File: config.mk
export PLATFORM = sky130hd
export DESIGN_NAME = sysclk_tick_ctrl
export DESIGN_NICKNAME = d
export VERILOG_FILES = /design/src/rtl/clk_ctrl_pkg.sv /design/src/rtl/cks_regfile.sv /design/src/rtl/cks_src_switch.sv /design/src/rtl/cks_tick_gen.sv /design/src/rtl/sysclk_tick_ctrl.sv
export SDC_FILE = /design/constraint.sdc
export NUM_CORES = 1
export LEC_CHECK = 0
export ABC_AREA = 1
export CORE_ASPECT_RATIO = 0.7
export CORE_MARGIN = 5
export CORE_UTILIZATION = 35
export CTS_CLUSTER_DIAMETER = 30
export DETAILED_ROUTE_END_ITERATION = 8
export HOLD_SLACK_MARGIN = 0.08
export MAX_ROUTING_LAYER = met4
export PLACE_DENSITY = 0.55
export SKIP_CTS_REPAIR_TIMING = 1
export SYNTH_ARGS = -nofsm -noshare
export SYNTH_HDL_FRONTEND = slang
export SYNTH_SLANG_ARGS = --single-unit
File: constraint.sdc
create_clock -name clk -period 3 [get_ports clk]
set_clock_uncertainty 0.05 [all_clocks]
set_input_delay 0.6 -clock clk [delete_from_list [all_inputs] [get_ports clk]]
set_output_delay 0.6 -clock clk [all_outputs]
set_load 0.02 [all_outputs]
File: src/rtl/clk_ctrl_pkg.sv
package clk_ctrl_pkg;
  localparam int unsigned CODE_W = 3;

  // bit positions in the control/status byte (software decodes them)
  localparam int unsigned BIT_SLOW = 7;
  localparam int unsigned BIT_SYS  = 6;
  localparam int unsigned BIT_TLO  = 3;
  localparam int unsigned BIT_ACT  = 0;

  typedef struct packed {
    logic              slow_rc;
    logic              sys_rc;
    logic [CODE_W-1:0] tick_code;
  } clk_cfg_t;

  typedef enum logic [1:0] {
    SW_IDLE      = 2'd0,
    SW_WAIT_XTAL = 2'd1,
    SW_WAIT_RC   = 2'd2
  } sw_state_t;
endpackage

File: src/rtl/cks_regfile.sv
module cks_regfile
  import clk_ctrl_pkg::*;
(
  input  logic       clk,
  input  logic       rst,
  input  logic       wr_en,
  input  logic [7:0] wr_data,
  input  logic       active_rc,
  input  logic       deep_wake,
  output clk_cfg_t   cfg
);
  clk_cfg_t cfg_q;

  always_ff @(posedge clk) begin
    if (rst) begin
      cfg_q.slow_rc   <= 1'b1;
      cfg_q.sys_rc    <= 1'b1;
      cfg_q.tick_code <= CODE_W'(1);
    end else begin
      if (wr_en) begin
        cfg_q.sys_rc    <= wr_data[BIT_SYS];
        cfg_q.tick_code <= wr_data[BIT_TLO +: CODE_W];
      end
      // wake restore wins over a concurrent guarded write
      if (deep_wake) begin
        cfg_q.slow_rc <= 1'b1;
      end else if (wr_en && active_rc) begin
        cfg_q.slow_rc <= wr_data[BIT_SLOW];
      end
    end
  end

  assign cfg = cfg_q;

  // slow select only moves under RC or on wake
  a_r6_slow_guard: assert property (@(posedge clk) disable iff (rst)
    ($rose(cfg_q.slow_rc) || $fell(cfg_q.slow_rc)) |->
      ($past(active_rc) || $past(deep_wake)));

  a_r9_wake_restore: assert property (@(posedge clk) disable iff (rst)
    $past(deep_wake) |-> cfg_q.slow_rc);
endmodule

File: src/rtl/cks_src_switch.sv
module cks_src_switch
  import clk_ctrl_pkg::*;
#(
  parameter int unsigned SETTLE_CYC = 1024
)(
  input  logic clk,
  input  logic rst,
  input  logic req_rc,
  input  logic wr_en,
  input  logic xtal_stable,
  input  logic rc_stable,
  output logic active_rc
);
  localparam int unsigned CNT_W = $clog2(SETTLE_CYC + 1);
  localparam logic [CNT_W-1:0] LAST = CNT_W'(SETTLE_CYC - 1);

  sw_state_t        state_q;
  logic [CNT_W-1:0] cnt_q;
  logic             act_q;

  always_ff @(posedge clk) begin
    if (rst) begin
      state_q <= SW_IDLE;
      cnt_q   <= '0;
      act_q   <= 1'b1;
    end else if (req_rc == act_q) begin
      state_q <= SW_IDLE;
      cnt_q   <= '0;
    end else if (!req_rc) begin
      state_q <= SW_WAIT_XTAL;
      if (wr_en || !xtal_stable) begin
        cnt_q <= '0;
      end else if (cnt_q == LAST) begin
        cnt_q <= '0;
        act_q <= 1'b0;
      end else begin
        cnt_q <= cnt_q + 1'b1;
      end
    end else begin
      state_q <= SW_WAIT_RC;
      cnt_q   <= '0;
      if (rc_stable) act_q <= 1'b1;
    end
  end

  assign active_rc = act_q;

  // crystal only taken with stable flag seen and no write at that edge
  a_r4_xtal_gate: assert property (@(posedge clk) disable iff (rst)
    $fell(act_q) |-> ($past(xtal_stable) && !$past(wr_en) && !$past(req_rc)));

  // RC only taken with its stable flag seen
  a_r5_rc_gate: assert property (@(posedge clk) disable iff (rst)
    $rose(act_q) |-> ($past(rc_stable) && $past(req_rc)));
endmodule

File: src/rtl/cks_tick_gen.sv
module cks_tick_gen
  import clk_ctrl_pkg::*;
(
  input  logic              clk,
  input  logic              rst,
  input  logic              on_rc,
  input  logic [CODE_W-1:0] code,
  output logic              tick
);
  localparam int unsigned CNT_W = (1 << CODE_W) - 1;

  logic [CODE_W-1:0] shift_w;
  logic [CNT_W-1:0]  reload_w;
  logic [CNT_W-1:0]  cnt_q;
  logic              tick_q;

  // RC runs at half rate: one step less division, floor at every cycle
  always_comb begin
    if (on_rc) shift_w = (code == '0) ? '0 : code - 1'b1;
    else       shift_w = code;
    reload_w = CNT_W'((1 << shift_w) - 1);
  end

  always_ff @(posedge clk) begin
    if (rst) begin
      cnt_q  <= '0;
      tick_q <= 1'b0;
    end else if (cnt_q == '0) begin
      cnt_q  <= reload_w;
      tick_q <= 1'b1;
    end else begin
      cnt_q  <= cnt_q - 1'b1;
      tick_q <= 1'b0;
    end
  end

  assign tick = tick_q;

  // back-to-back ticks only when the divider was at one cycle
  a_r10_single_tick: assert property (@(posedge clk) disable iff (rst)
    (tick_q && $past(tick_q)) |-> ($past(shift_w, 2) == '0));
endmodule

File: src/rtl/sysclk_tick_ctrl.sv
module sysclk_tick_ctrl
  import clk_ctrl_pkg::*;
#(
  parameter int unsigned SETTLE_CYC = 1024
)(
  input  logic       clk,
  input  logic       rst,
  input  logic       wr_en,
  input  logic [7:0] wr_data,
  input  logic       xtal_stable,
  input  logic       rc_stable,
  input  logic       deep_wake,
  output logic [7:0] status_rd,
  output logic       slow_osc_rc,
  output logic       sys_src_rc,
  output logic       xtal_pwr_req,
  output logic       rc_pwr_req,
  output logic       tick_en
);
  clk_cfg_t cfg;
  logic     act_rc;
  logic     xpwr_q, rpwr_q;

  cks_regfile u_regs (
    .clk       (clk),
    .rst       (rst),
    .wr_en     (wr_en),
    .wr_data   (wr_data),
    .active_rc (act_rc),
    .deep_wake (deep_wake),
    .cfg       (cfg)
  );

  cks_src_switch #(.SETTLE_CYC(SETTLE_CYC)) u_switch (
    .clk         (clk),
    .rst         (rst),
    .req_rc      (cfg.sys_rc),
    .wr_en       (wr_en),
    .xtal_stable (xtal_stable),
    .rc_stable   (rc_stable),
    .active_rc   (act_rc)
  );

  cks_tick_gen u_tick (
    .clk   (clk),
    .rst   (rst),
    .on_rc (act_rc),
    .code  (cfg.tick_code),
    .tick  (tick_en)
  );

  always_ff @(posedge clk) begin
    if (rst) begin
      xpwr_q <= 1'b0;
      rpwr_q <= 1'b1;
    end else begin
      xpwr_q <= !cfg.sys_rc || !act_rc;
      rpwr_q <= cfg.sys_rc || act_rc;
    end
  end

  assign xtal_pwr_req = xpwr_q;
  assign rc_pwr_req   = rpwr_q;
  assign slow_osc_rc  = cfg.slow_rc;
  assign sys_src_rc   = act_rc;

  always_comb begin
    status_rd                       = '0;
    status_rd[BIT_SLOW]             = cfg.slow_rc;
    status_rd[BIT_SYS]              = cfg.sys_rc;
    status_rd[BIT_TLO +: CODE_W]    = cfg.tick_code;
    status_rd[BIT_ACT]              = act_rc;
  end

  // the oscillator in use is always kept powered
  a_r3_xtal_powered: assert property (@(posedge clk) disable iff (rst)
    (!act_rc && !$past(act_rc)) |-> xpwr_q);
  a_r3_rc_powered: assert property (@(posedge clk) disable iff (rst)
    (act_rc && $past(act_rc)) |-> rpwr_q);
endmodule

==> flow_summary_export.csv, run 1 <==
group,metric,value,unit
outcome,outcome,"complete, no violations",
logic_synthesis,ys_top_cells_by_area,"dfxtp_1 38%, nand2_1 9.3%, inv_1 6.9%",
cts,cts_root_buf,"clkbuf_8",
pwr,power_density,552.1,nW/um^2
critical_path,crit_chain,"clkdlybuf4s50_1",
global_routing,grt_pass1_wl,4774,um
drt,vias,1178,
cells_and_area,nets,235,
global_routing,grt_antenna_before_repair,0,
critical_path,critPathLaunchType,"register",
sta,fin_setup_tns,0,ns
drt,vias_per_cell,4.445,
critical_path,path_class,"register to primary output",
cts,cts_tree,"yes",
drt,wire_per_inst,10.18,um
global_routing,grt-busiest-layer,"met1",
logic_synthesis,synthXorXnorAreaFrac,3.086,%
cells_and_area,drive_above_1_share,10.80,%
place,post-dp-hpwl,2063,um
floorplan,io-pin-count,27,
logic_synthesis,yosys_warnings,0,
cts,clock_latency,0.28,ns
sta,fmax,478.3,MHz
pwr,p_leak,0.7250,nW
logic_synthesis,syn_avg_cell_area,7.352,sq um
global_routing,grt_max_degree,17,
cts,cts_sinks,27,
global_routing,track_usage,10.97,%
drt,drc,0,
logic_synthesis,synth_compound_area_share,11.55,%
global_routing,first_global_vias,1074,
floorplan,core-area,3923,sq um
floorplan,num_rows,19,
drt,wl,2697,um
global_routing,met3_usage,3.776,%
floorplan,die_w,86.10,um
cts,clk_transition_reported_paths,0.10,ns
cells_and_area,design_area,1704,sq um
logic_synthesis,synth_top_area_share,38.10,%
critical_path,worstPathRequired,2.35,ns
cts,cts_max_level,1,
cts,cts_buffers,3,
flow_run,maxCapViolCount,0,
cells_and_area,n_antenna_cell,0,
sta,grt_setup_unrepaired,"no",
drt,drtIter0Drc,108,
critical_path,slowest_delay,0.67,ns
drt,first_pass_iters,4,
sta,setup_viol,0,
global_routing,overflow,0,
drt,antenna_left,0,
sta,finalHoldViolations,0,
logic_synthesis,synth.most_common_cell,"nand2_1",
cts,cts.path.max_buffers,2,
logic_synthesis,yosys.area_share.simple,30.42,%
floorplan,die-area,5448,sq um
global_routing,grt_use_met2,13.56,%
critical_path,worstPathArrival,1.44,ns
logic_synthesis,synthFlopType,"dfxtp_1",
sta,final_max_slew_viol_count,0,
sta,fin_crit,2.091,ns
hold_path,min_path_type,"register to register",
logic_synthesis,synth_top_family_by_area,"simple AND/OR/NAND/NOR gates",
logic_synthesis,ys_ff_latch,27,
logic_synthesis,syn_area,1419,sq um
critical_path,crit_path_end_kind,"primary output",
floorplan,die_h,63.27,um
pwr,irDropWorstVdd,0.0002173,V
logic_synthesis,synthCells,193,
critical_path,path_max_fanout,7,
critical_path,worst_path_max_delay_cell,"clkdlybuf4s50_1",
place,portBuffers,21,
logic_synthesis,yosys.area_share.adder,6.173,%
logic_synthesis,async_reset_ff_share,0,%
logic_synthesis,synth_top_area_cell,"dfxtp_1",
logic_synthesis,seq_area_frac_synth,38.10,%
critical_path,r2r_slack,0.96,ns
logic_synthesis,muxShareOfSynthArea,0,%
place,dpl-instance-area,1655,sq um
global_routing,grtUsageMet1,16.64,%
cells_and_area,synthToLayoutAreaGrowth,20.11,%
floorplan,start_util,36.17,%
critical_path,critPathBufInv,1,
place,place.gp.congestion,0.7909,
sta,min_period_over_period,69.69,%
logic_synthesis,synthTopCellsByCount,"35 x nand2_1, 27 x dfxtp_1, 26 x inv_1",
critical_path,cpLargestDelayFamily,"buffers and inverters",
logic_synthesis,synth-edff-count,0,
logic_synthesis,ys_types,28,
-- placed cells by master (no fill, tap or decap), drive strengths merged, types with 7 or more instances in the layout --
master and n:
ha 7, nand3 16, dfxtp 27, nor3 8, nor2 23, inv 28
nand2 38, a21oi 13, o21ai 14, clkdlybuf4s50 21
-- routing by layer --
| layer | wire (um) | vias to the layer above |
|---|---|---|
| li1 | - | 644 |
| met1 | 1534 | 501 |
| met2 | 986 | 31 |
| met3 | 157 | 2 |
| met4 | 19 | 0 |
| met5 | 0 | - |
-- power by group --
group          internal (mW)  switching, mW
Combinational          0.124          0.169
Sequential             0.404         0.0328
Clock                 0.0943          0.117
Total                  0.622          0.319
-- worst reg2reg max path, stage by stage, from the launching register on --
cell,delay [ns]
dfxtp_1,0.36
nor2_1,0.16
inv_1,0.06
ha_1,0.17
inv_1,0.05
nand2_1,0.04
nand2_1,0.16
inv_1,0.13
nor2_1,0.11
inv_1,0.06
ha_1,0.25
nand2_1,0.08
o21ai_0,0.08
nand3_1,0.09
a21oi_1,0.07
-- final cells by class --
cell class,instances,area (sq um)
inverters,28,105.1
repair buffers,21,210.2
fillers,402,2218
clock buffers,3,41.29
well taps,52,65.06
clock inverters,1,7.507
multi-input cells,133,734.5
flip-flops and latches,27,540.5
-- worst paths after layout --
check / endpoint / depth (start not counted) / start
min reg2reg: u_switch.cnt_q[9] / 2 / u_switch.cnt_q[9]
max reg2reg: u_tick.cnt_q[4] / 14 / u_regs.cfg[0]
min: u_switch.cnt_q[9] / 2 / u_switch.cnt_q[9]
max: sys_src_rc / 1 / u_switch.active_rc
-- logic make-up (layout without fill, tap and decap cells) --
| kind of cell | Yosys count | count (layout) |
|---|---|---|
| AOI/OAI and AO/OA | 29 | 29 |
| DFF | 27 | 27 |
| and+or+nand+nor | 90 | 90 |
| adders and majority gates | 7 | 7 |
| xor gates and xnor gates | 5 | 5 |
| buffers and inverters | 34 | 53 |
| other | 1 | 2 |
-- state kept, by name, summed over array words and instances, names as in the netlist --
signal,count
rc_pwr_req,1
u_regs.cfg,5
u_switch.active_rc,1
u_switch.cnt_q,11
u_tick.cnt_q,7
u_tick.tick,1
xtal_pwr_req,1
-- per-stage QoR --
stage	utilization [%]	hold slack [ns]	instances	worst slack, ns	total power, mW
after floorplan	-	0.3984	194	1.144	0.6645
after global placement	42.20	0.4176	261	0.6703	0.7359
after detailed placement	42.20	0.4208	261	0.6405	0.7376
after CTS	43.45	0.4359	265	0.8800	0.9514
after global routing	43.45	0.4869	265	0.7154	1.018
final	43.45	0.4368	265	0.9092	0.9408
Note: power is estimated with default switching activity, not from simulation.
==> run 2: changes to the inputs <==
==> constraint.sdc (replaced) <==
create_clock -name clk -period 2 [get_ports clk]
set_clock_uncertainty 0.05 [all_clocks]
set_input_delay 0.4 -clock clk [delete_from_list [all_inputs] [get_ports clk]]
set_output_delay 0.4 -clock clk [all_outputs]
set_load 0.02 [all_outputs]
==> flow_summary_export.csv, run 2 (synthesized netlist as in run 1, its figures left out) <==
group,metric,value,unit
cts,cts_root_buf,"clkbuf_8",
cts,clk_transition_reported_paths,0.10,ns
sta,min_period_over_period,92.70,%
critical_path,worstPathArrival,1.40,ns
hold_path,min_from,"u_switch.cnt_q[9]",
cells_and_area,n_antenna_cell,0,
cts,cts_max_level,1,
drt,drtIter0Drc,34,
floorplan,io-pin-count,27,
critical_path,reg2reg_depth,12,
cells_and_area,final_cell_mix,"35 x nand2_1, 26 x inv_1, 26 x dfxtp_1",
critical_path,reg2reg_to,"u_tick.cnt_q[4]",
place,portBuffers,21,
cts,cts_sinks,27,
pwr,power.net_switching,0.4905,mW
pwr,p_leak,0.7711,nW
global_routing,first_global_vias,1106,
sta,fin_setup_tns,0,ns
sta,fmax,539.4,MHz
cells_and_area,nets,244,
hold_path,whs_path_depth,2,
outcome,outcome,"complete, no violations",
place,placed_cells,269,
floorplan,die_h,63.27,um
drt,first_pass_iters,4,
critical_path,crit_chain,"buf_4, clkdlybuf4s50_1",
sta,grt_setup_unrepaired,"no",
pwr,p_comb_share,32.1,%
pwr,irDropWorstVdd,0.0004040,V
drt,antenna_left,0,
floorplan,die_w,86.10,um
pwr,clkPwrFrac,22.7,%
sta,fin_crit,1.854,ns
flow_run,maxCapViolCount,0,
pwr,seqPwrFrac,45.2,%
sta,finalHoldViolations,0,
cells_and_area,regMostFlops,"u_switch.cnt_q",
critical_path,slowest_delay,0.61,ns
cts,clock_latency,0.28,ns
cts,cts_tree,"yes",
critical_path,r2r-start,"u_regs.cfg[1]",
floorplan,start_util,36.17,%
drt,wl,2739,um
pwr,p_int,0.9546,mW
critical_path,path_max_fanout,6,
cells_and_area,synthToLayoutAreaGrowth,25.49,%
critical_path,path_class,"register to primary output",
critical_path,r2r_slack,0.23,ns
place,pre_cts_ws,0.1594,ns
critical_path,critPathLaunchType,"register",
cts,cts_buffers,3,
critical_path,cpLargestDelayFamily,"buffers and inverters",
cells_and_area,final_common_cell,"nand2_1",
critical_path,worstPathRequired,1.55,ns
floorplan,core-area,3923,sq um
sta,fin_ws,0.1461,ns
drt,wire_per_inst,9.996,um
global_routing,grt_antenna_before_repair,0,
sta,setup_viol,0,
cells_and_area,drive_above_1_share,15.77,%
pwr,p_sw_share,33.94,%
floorplan,num_rows,19,
place,place.gp.congestion,0.7947,
hold_path,min_to,"u_switch.cnt_q[9]",
critical_path,worst_path_max_delay_cell,"clkdlybuf4s50_1",
global_routing,grt_max_degree,18,
cts,cts.path.max_buffers,2,
hold_path,min_path_type,"register to register",
pwr,power_density,811.6,nW/um^2
drt,drc,0,
place,post-dp-hpwl,2167,um
sta,final_max_slew_viol_count,0,
critical_path,crit_path_end_kind,"primary output",
critical_path,critPathBufInv,2,
floorplan,die-area,5448,sq um
drt,vias_per_cell,4.420,
drt,vias,1211,
global_routing,grt_pass1_wl,4830,um
global_routing,track_usage,11.03,%
cells_and_area,n_fill_cell,406,
global_routing,overflow,0,
cells_and_area,largest_reg_flops,11,
cells_and_area,stdcell_count,274,
==> run 2: changes by cell type in the layout (fill, tap and decap cells not counted), sizes merged <==
cell and delta:
buf +9, clkinvlp -1, inv +1
==> run 2: power by group through the flow <==
stage / clock, mW / combinational, mW / sequential (mW)
after floorplan: 0 / 0.324 / 0.673
after global placement: 0 / 0.452 / 0.666
after detailed placement: 0 / 0.451 / 0.666
after CTS: 0.344 / 0.455 / 0.653
after global routing: 0.364 / 0.539 / 0.664
final: 0.328 / 0.465 / 0.653
==> run 2: metal layers <==
layer / global-route usage, % / vias up / routed length (um)
met4: 2.964 / 0 / 24
met1: 16.89 / 511 / 1606
met3: 3.125 / 4 / 137
met2: 13.65 / 24 / 971
li1: - / 672 / -
met5: - / - / 0
==> run 2: worst max path at each step <==
stage                  startpoint         endpoint  slack, ns  depth (start not counted)
6_report       u_switch.active_rc       sys_src_rc       0.15                          2
5_1_grt             u_regs.cfg[1]  u_tick.cnt_q[4]      0.005                         12
4_1_cts        u_switch.active_rc       sys_src_rc       0.12                          2
3_5_place_dp        u_regs.cfg[1]  u_tick.cnt_q[4]       0.16                         12
3_3_place_gp        u_regs.cfg[1]  u_tick.cnt_q[4]       0.16                         12
2_1_floorplan       u_regs.cfg[0]  u_tick.cnt_q[4]       0.14                         14
==> run 2: through the flow <==
stage | total power [mW] | util (%) | hold slack, ns | cell area (sq um)
floorplan | 0.9968 | - | 0.3984 | 1423
global placement | 1.117 | 43.73 | 0.4146 | 1715
detailed placement | 1.117 | 43.73 | 0.4175 | 1715
CTS | 1.452 | 45.01 | 0.4359 | 1765
global route | 1.567 | 45.39 | 0.4644 | 1780
finish | 1.445 | 45.39 | 0.4343 | 1780
==> run 2: worst register-to-register path, delay by kind of cell (launching register included) <==
family | cells | cell delay [ns]
AOI/OAI and AO/OA | 3 | 0.31
DFF | 1 | 0.34
and+or+nand+nor | 6 | 0.52
adders and majority gates | 2 | 0.37
buffers and inverters | 1 | 0.06
==> run 2: layout make-up <==
type | instances | area [sq um] | area share (%)
Sequential cell | 27 | 541.8 | 30.43
Timing Repair Buffer | 30 | 277.8 | 15.60
Clock buffer | 3 | 41.29 | 2.319
Multi-Input combinational cell | 133 | 740.7 | 41.60
Inverter | 28 | 105.1 | 5.903
Tap cell | 52 | 65.06 | 3.654
Clock inverter | 1 | 8.758 | 0.4919
